--- config.mk ---
export PLATFORM = sky130hd
export DESIGN_NAME = serial_parity_port
export DESIGN_NICKNAME = d
export VERILOG_FILES = /design/src/rtl/serial_port_pkg.sv /design/src/rtl/sample_tick_gen.sv /design/src/rtl/serial_rx.sv /design/src/rtl/serial_tx.sv /design/src/rtl/serial_parity_port.sv
export SDC_FILE = /design/constraint.sdc
export NUM_CORES = 1
export LEC_CHECK = 0
export ABC_AREA = 1
export CAP_MARGIN = 10
export CORE_ASPECT_RATIO = 1.4
export CORE_MARGIN = 2
export CORE_UTILIZATION = 45
export DETAILED_ROUTE_END_ITERATION = 6
export HOLD_SLACK_MARGIN = 0.06
export PLACE_DENSITY_LB_ADDON = 0.25
export SYNTH_ARGS = -nofsm -noshare
export SYNTH_HDL_FRONTEND = slang
export SYNTH_SLANG_ARGS = --single-unit
export TNS_END_PERCENT = 30
--- constraint.sdc ---
create_clock -name clk -period 1.8 [get_ports clk]
set_input_delay 0.36 -clock clk [delete_from_list [all_inputs] [get_ports clk]]
set_output_delay 0.36 -clock clk [all_outputs]
set_load 0.02 [all_outputs]
--- src/rtl/serial_port_pkg.sv ---
package serial_port_pkg;
    typedef enum logic [2:0] {
        RX_IDLE, RX_START, RX_DATA, RX_PARITY, RX_STOP
    } rx_state_e;

    typedef enum logic [2:0] {
        TX_IDLE, TX_START, TX_DATA, TX_PARITY, TX_STOP
    } tx_state_e;
endpackage

--- src/rtl/sample_tick_gen.sv ---
module sample_tick_gen #(
    parameter int REF_PER_SAMPLE_FAST = 8,
    parameter bit HALF_REF            = 1'b0
) (
    input  logic clk,
    input  logic rst_n,
    input  logic rate_slow,
    output logic tick
);
    localparam int FAST_DIV = HALF_REF ? REF_PER_SAMPLE_FAST / 2 : REF_PER_SAMPLE_FAST;
    localparam int SLOW_DIV = 2 * FAST_DIV;
    localparam int CW       = $clog2(SLOW_DIV);

    logic [CW-1:0] cnt;
    logic [CW-1:0] limit;

    // one tick per sample period; the rate select only changes the terminal count
    assign limit = rate_slow ? CW'(SLOW_DIV - 1) : CW'(FAST_DIV - 1);
    assign tick  = (cnt >= limit);

    always_ff @(posedge clk or negedge rst_n) begin
        if (!rst_n) cnt <= '0;
        else        cnt <= tick ? '0 : cnt + 1'b1;
    end

    // sample ticks are spaced by at least two reference cycles
    a_r3_tick_spacing: assert property (@(posedge clk) disable iff (!rst_n)
        tick |=> !tick);
endmodule

--- src/rtl/serial_rx.sv ---
module serial_rx
    import serial_port_pkg::*;
#(
    parameter int DATA_W = 8,
    parameter int SPB    = 32
) (
    input  logic              clk,
    input  logic              rst_n,
    input  logic              tick,
    input  logic              line_raw,
    output logic [DATA_W-1:0] rx_data,
    output logic              rx_valid,
    output logic              rx_parity_err,
    output logic              rx_frame_err
);
    localparam int CW  = $clog2(SPB);
    localparam int IW  = $clog2(DATA_W);
    localparam int MID = SPB / 2;

    rx_state_e         state, state_nx;
    logic [1:0]        sync_q;
    logic              s, prev_s;
    logic [CW-1:0]     cnt;
    logic [IW-1:0]     idx;
    logic [DATA_W-1:0] shreg;
    logic              par_q;
    logic [1:0]        ones;
    logic              bit_done, decide, vote, fall;

    assign s        = sync_q[1];
    assign fall     = tick && prev_s && !s;
    assign bit_done = tick && (cnt == CW'(SPB - 1));
    assign decide   = tick && (cnt == CW'(MID + 1));
    assign vote     = ({1'b0, ones} + {2'b00, s}) >= 3'd2;

    always_comb begin
        state_nx = state;
        unique case (state)
            RX_IDLE:   if (fall) state_nx = RX_START;
            RX_START:  if (decide && vote) state_nx = RX_IDLE;
                       else if (bit_done) state_nx = RX_DATA;
            RX_DATA:   if (bit_done && idx == IW'(DATA_W - 1)) state_nx = RX_PARITY;
            RX_PARITY: if (bit_done) state_nx = RX_STOP;
            RX_STOP:   if (decide) state_nx = RX_IDLE;
            default:   state_nx = RX_IDLE;
        endcase
    end

    always_ff @(posedge clk or negedge rst_n) begin
        if (!rst_n) state <= RX_IDLE;
        else        state <= state_nx;
    end

    always_ff @(posedge clk or negedge rst_n) begin
        if (!rst_n) begin
            sync_q        <= 2'b11;
            prev_s        <= 1'b1;
            cnt           <= '0;
            idx           <= '0;
            shreg         <= '0;
            par_q         <= 1'b0;
            ones          <= '0;
            rx_data       <= '0;
            rx_valid      <= 1'b0;
            rx_parity_err <= 1'b0;
            rx_frame_err  <= 1'b0;
        end else begin
            sync_q        <= {sync_q[0], line_raw};
            rx_valid      <= 1'b0;
            rx_parity_err <= 1'b0;
            rx_frame_err  <= 1'b0;
            if (tick) prev_s <= s;
            if (state == RX_IDLE) begin
                cnt  <= CW'(1);       // the edge sample is index 0
                idx  <= '0;
                ones <= '0;
            end else if (tick) begin
                cnt <= bit_done ? '0 : cnt + 1'b1;
                if (cnt == CW'(MID - 1) || cnt == CW'(MID)) ones <= ones + {1'b0, s};
                if (decide) begin
                    ones <= '0;
                    unique case (state)
                        RX_DATA:   shreg <= {vote, shreg[DATA_W-1:1]};
                        RX_PARITY: par_q <= vote;
                        RX_STOP: begin
                            rx_valid      <= 1'b1;
                            rx_data       <= shreg;
                            rx_parity_err <= (^shreg) ^ par_q;
                            rx_frame_err  <= !vote;
                        end
                        default: ;
                    endcase
                end
                if (bit_done && state == RX_DATA) idx <= idx + 1'b1;
            end
        end
    end

    // a received byte is reported in exactly one cycle
    a_r4_valid_pulse: assert property (@(posedge clk) disable iff (!rst_n)
        rx_valid |=> !rx_valid);
    // error flags only accompany a delivered byte
    a_r5_flags_need_valid: assert property (@(posedge clk) disable iff (!rst_n)
        (rx_parity_err || rx_frame_err) |-> rx_valid);
endmodule

--- src/rtl/serial_tx.sv ---
module serial_tx
    import serial_port_pkg::*;
#(
    parameter int DATA_W = 8,
    parameter int SPB    = 32
) (
    input  logic              clk,
    input  logic              rst_n,
    input  logic              tick,
    input  logic [DATA_W-1:0] tx_data,
    input  logic              tx_valid,
    output logic              tx_ready,
    output logic              tx_line
);
    localparam int CW = $clog2(SPB);
    localparam int IW = $clog2(DATA_W);

    tx_state_e         state, state_nx;
    logic [CW-1:0]     cnt;
    logic [IW-1:0]     idx;
    logic [DATA_W-1:0] shreg, nxt_q;
    logic              par_q, pend;
    logic              bit_done, accept;

    assign bit_done = tick && (cnt == CW'(SPB - 1));
    assign accept   = tx_valid && tx_ready;

    always_comb begin
        state_nx = state;
        unique case (state)
            TX_IDLE:   if (accept) state_nx = TX_START;
            TX_START:  if (bit_done) state_nx = TX_DATA;
            TX_DATA:   if (bit_done && idx == IW'(DATA_W - 1)) state_nx = TX_PARITY;
            TX_PARITY: if (bit_done) state_nx = TX_STOP;
            TX_STOP:   if (bit_done) state_nx = (pend || accept) ? TX_START : TX_IDLE;
            default:   state_nx = TX_IDLE;
        endcase
    end

    always_ff @(posedge clk or negedge rst_n) begin
        if (!rst_n) state <= TX_IDLE;
        else        state <= state_nx;
    end

    always_comb begin
        tx_ready = 1'b0;
        tx_line  = 1'b1;
        unique case (state)
            TX_IDLE:   tx_ready = 1'b1;
            TX_START:  tx_line  = 1'b0;
            TX_DATA:   tx_line  = shreg[0];
            TX_PARITY: tx_line  = par_q;
            TX_STOP:   tx_ready = !pend;
            default:   ;
        endcase
    end

    always_ff @(posedge clk or negedge rst_n) begin
        if (!rst_n) begin
            cnt   <= '0;
            idx   <= '0;
            shreg <= '0;
            nxt_q <= '0;
            par_q <= 1'b0;
            pend  <= 1'b0;
        end else if (state == TX_IDLE) begin
            cnt <= '0;
            idx <= '0;
            if (accept) begin
                shreg <= tx_data;
                par_q <= ^tx_data;
            end
        end else begin
            if (tick) cnt <= bit_done ? '0 : cnt + 1'b1;
            if (state == TX_DATA && bit_done) begin
                shreg <= shreg >> 1;
                idx   <= idx + 1'b1;
            end
            if (state == TX_STOP) begin
                if (bit_done) begin
                    idx  <= '0;
                    pend <= 1'b0;
                    if (pend) begin
                        shreg <= nxt_q;
                        par_q <= ^nxt_q;
                    end else if (accept) begin
                        shreg <= tx_data;
                        par_q <= ^tx_data;
                    end
                end else if (accept) begin
                    nxt_q <= tx_data;
                    pend  <= 1'b1;
                end
            end
        end
    end

    // a byte loaded from idle removes ready on the next cycle
    a_r10_ready_drop: assert property (@(posedge clk) disable iff (!rst_n)
        (state == TX_IDLE && accept) |=> !tx_ready);
    // within a frame the line only moves after a sample tick
    a_r1_line_on_tick: assert property (@(posedge clk) disable iff (!rst_n)
        (state != TX_IDLE && $past(state) != TX_IDLE && !$past(tick)) |-> $stable(tx_line));
endmodule

--- src/rtl/serial_parity_port.sv ---
module serial_parity_port #(
    parameter int DATA_W              = 8,
    parameter int SAMPLES_PER_BIT     = 32,
    parameter int REF_PER_SAMPLE_FAST = 8,
    parameter bit HALF_REF            = 1'b0
) (
    input  logic              clk,
    input  logic              rst_n,
    input  logic              rate_slow,
    input  logic              idle_low,
    input  logic              rx_pin,
    output logic              tx_pin,
    input  logic [DATA_W-1:0] tx_data,
    input  logic              tx_valid,
    output logic              tx_ready,
    output logic [DATA_W-1:0] rx_data,
    output logic              rx_valid,
    output logic              rx_parity_err,
    output logic              rx_frame_err
);
    logic tick;
    logic tx_line;
    logic rx_line;

    // internal logic always sees an idle-high line
    assign rx_line = rx_pin ^ idle_low;
    assign tx_pin  = tx_line ^ idle_low;

    sample_tick_gen #(
        .REF_PER_SAMPLE_FAST(REF_PER_SAMPLE_FAST),
        .HALF_REF           (HALF_REF)
    ) u_tick (
        .clk      (clk),
        .rst_n    (rst_n),
        .rate_slow(rate_slow),
        .tick     (tick)
    );

    serial_rx #(.DATA_W(DATA_W), .SPB(SAMPLES_PER_BIT)) u_rx (
        .clk          (clk),
        .rst_n        (rst_n),
        .tick         (tick),
        .line_raw     (rx_line),
        .rx_data      (rx_data),
        .rx_valid     (rx_valid),
        .rx_parity_err(rx_parity_err),
        .rx_frame_err (rx_frame_err)
    );

    serial_tx #(.DATA_W(DATA_W), .SPB(SAMPLES_PER_BIT)) u_tx (
        .clk     (clk),
        .rst_n   (rst_n),
        .tick    (tick),
        .tx_data (tx_data),
        .tx_valid(tx_valid),
        .tx_ready(tx_ready),
        .tx_line (tx_line)
    );
endmodule

==> metrics.csv <==
stage,metric,value,unit
status,status,finished clean,
yosys,Post-synth ARST share,1.00,
cells_and_area,Fill cells,739,
clock_network,Clock Pin Slew Worst Setup and Hold Paths,0.06,ns
cells_and_area,Final Util,0.599,
placement,Place WS,-0.407,ns
yosys,Synth Instances,498,
sta,final setup fails,0,
route,WL/cell,13.1,um
sta,worst setup margin,0.000695,ns
clock_network,CTS buffer count,9,
floorplan,initial core utilization,0.462,
sta,fmax,556,MHz
sta,final setup TNS,0,ns
global_routing,largest net degree at the start of global routing,28,
worst_setup_path,CP startpoint kind,flip-flop,
floorplan,Core Region,0.00861,mm^2
global_routing,vias in the first global route,3513,
cells_and_area,Final Net Count,607,
sta,RSZ-0062 raised after global routing,true,
global_routing,Global Route Usage Sum,0.200,
worst_setup_path,CP required,1.44,ns
worst_setup_path,critical path data arrival time,1.44,ns
sta,min Tclk post-route,1.80,ns
flow_run,Max-Cap Viols,0,
yosys,Seq cells post-synth,69,
yosys,"Seq/Total Area, Yosys",0.435,
yosys,Syn Nets,526,
sta,final period utilization,1.00,
cells_and_area,layout cells sized above 1,0.243,
cells_and_area,"most common cell after layout, fill and taps aside",nand2_1,
placement,Port Buffers,26,
placement,GPL Wtd Cong,0.910,
power,Leak Pwr,2.59,nW
route,detailed-route via count,3438,
worst_setup_path,"critical path fanouts, max",3,
power,Design Power,0.00660,W
worst_setup_path,Worst Setup Path Type,flip-flop to primary output,
yosys,Synth Warn #,0,
power,pwr dens,1280,mW/mm^2
sta,Max-Slew Margin vs Limit,0.615,
clock_network,TritonCTS clock tree,yes,
sta,final hold vios,0,
route,DRT Pass-1 Iters,6,
route,vias per cell,4.99,
clock_network,H-tree depth,3,
global_routing,first-pass GRT wire length,15400,um
route,Final ANT Viol Nets,0,
floorplan,Die Area,0.00961,mm^2
floorplan,floorplan row count,40,
floorplan,Die Ht,115,um
yosys,cell taking the most area after synthesis,dfrtp_1,
cells_and_area,area grow syn2layout,29.7,%
clock_network,CTS Buffer Depth,2,
route,Post-Route WL,9050,um
clock_network,Clock Sinks,69,
hold_path,HP Class,flip-flop to flip-flop,
yosys,number of synthesized flops with an enable pin,0,
yosys,Main synth FF type,dfrtp_1,
route,initial DRC count,199,
yosys,mapped cell area,0.00398,mm^2
clock_network,clk_lat worst skew,0.34,ns
floorplan,Die Wd,83.4,um
sta,worst-margin pin slew,0.578,ns
floorplan,io pins,27,
yosys,Synth cell types,36,
yosys,Area contributors post-synth,"dfrtp_1, nand2_1, inv_1",
placement,post-DP HPWL,6640,um
worst_setup_path,crit end category,primary output,
global_routing,global route overflow,0,
clock_network,Root Buffer,clkbuf_16,
route,drt drc,0,
power,VDD IR max,0.710,mV
yosys,Syn Area/Cell,7.98,um^2
cells_and_area,most frequent cells in the layout,"nand2_1, dfrtp_1, inv_1, buf_4, o21ai_1",
yosys,top-area cell type share of the netlist area,0.415,
global_routing,initial antenna violation count,0,
sta,count of pins over their slew limit,0,
sta,Worst Skew,0.00682,ns
cells_and_area,n_diodes,0,
[per-layer routing]
metal,up-vias,share of wire,track usage,wire [um]
met5,-,0,0,0
met4,0,0.033,0.104,299
met1,1583,0.40,0.224,3650
met3,22,0.033,0.0373,298
li1,1762,-,-,-
met2,71,0.53,0.363,4800
[worst paths after layout]
| path | from | endpoint | slack [ns] | cells past startpoint |
|---|---|---|---|---|
| setup / recovery | u_tx.state[2] | tx_pin | 0.0007 | 7 |
| hold / removal | u_rx.sync_q[0] | u_rx.sync_q[1] | 0.36 | 0 |
| setup reg to reg | u_tx.cnt[1] | u_tx.shreg[0] | 0.0007 | 12 |
| hold reg to reg | u_rx.sync_q[0] | u_rx.sync_q[1] | 0.36 | 0 |
| max in group asynchronous | rst_n | u_rx.rx_data[2] | 0.69 | 3 |
| min in group asynchronous | rst_n | u_rx.cnt[4] | 0.57 | 2 |
[Yosys cell counts, types with 2 or more instances]
| cell type | instances |
|---|---|
| nor2_4 | 2 |
| a21oi_1 | 19 |
| o21ai_0 | 22 |
| a22o_1 | 2 |
| inv_1 | 60 |
| nand2_4 | 4 |
| buf_6 | 2 |
| dfstp_2 | 3 |
| nand2_1 | 126 |
| mux2_4 | 3 |
| nor2_8 | 2 |
| o21ai_1 | 34 |
| nor2_1 | 24 |
| inv_4 | 2 |
| xor2_1 | 7 |
| ha_1 | 14 |
| nand3_1 | 30 |
| dfrtp_1 | 66 |
| o22ai_1 | 5 |
| buf_2 | 5 |
| nand2_2 | 7 |
| xnor2_1 | 15 |
| nor3_1 | 7 |
| nand3_4 | 2 |
| and2_1 | 2 |
| nor2_2 | 3 |
| nand4_1 | 6 |
| inv_2 | 16 |
[cells by family (layout without fill, tap and decap cells)]
| logic type | Yosys count | count (layout) | synth area share |
|---|---|---|---|
| AND/OR/NAND/NOR | 215 | 216 | 0.252 |
| buffers and inverters | 88 | 173 | 0.0903 |
| adder cells (fa/ha/maj) | 14 | 14 | 0.0441 |
| flip-flops | 69 | 69 | 0.435 |
| XOR/XNOR | 22 | 22 | 0.0485 |
| AO/OA/AOI/OAI | 87 | 87 | 0.118 |
| multiplexers | 3 | 3 | 0.0113 |
[sequential cells by signal, indices dropped and copies added (netlist names)]
register	cells
u_rx.cnt	5
u_rx.idx	3
u_rx.ones	2
u_rx.par_q	1
u_rx.prev_s	1
u_rx.rx_data	8
u_rx.rx_frame_err	1
u_rx.rx_parity_err	1
u_rx.rx_valid	1
u_rx.shreg	8
u_rx.state	3
u_rx.sync_q	2
u_tick.cnt	4
u_tx.cnt	5
u_tx.idx	3
u_tx.nxt_q	8
u_tx.par_q	1
u_tx.pend	1
u_tx.shreg	8
u_tx.state	3
[final cells by class]
class                      instances  area [um^2]  share of cell area
tap                              105          131              0.0255
clock buffer                       9          225              0.0437
inverter                          79          303              0.0587
clock inverter                     7         81.3              0.0158
sequential                        69         1730               0.336
multi-input combinational        342         2000               0.389
timing repair buffer              78          681               0.132
[through the flow]
| step | instances | instance area [um^2] | hold slack, ns |
|---|---|---|---|
| finish | 689 | 5160 | 0.355 |
| global route | 689 | 5160 | 0.361 |
| CTS | 683 | 5040 | 0.356 |
| detailed placement | 657 | 4620 | 0.347 |
| global placement | 657 | 4620 | 0.346 |
| floorplan | 498 | 3980 | 0.0644 |
[critical path, stage by stage, from the launching register on]
cell and delay [ns]:
dfrtp_1 0.43, inv_4 0.08, nand2_4 0.06, nor2_4 0.11, nand2_1 0.06, nand3_2 0.07
xor2_1 0.13, buf_4 0.16
[repair_timing]
item,CTS,global route
setup buffers,8,6
cloned,1,0
endpoints found under the hold margin,17,0
setup endpoints to repair,22,40
pin swaps,9,13
gates resized for setup,21,23
hold buffers,1,0
[power by group]
part,internal (W),leakage [nW],switching (W)
sequential,0.00190,0.898,0.000295
combinational,0.00111,1.55,0.00149
clock,0.00109,0.147,0.000720
total,0.00410,2.59,0.00250
(Power assumes the default switching activity.)
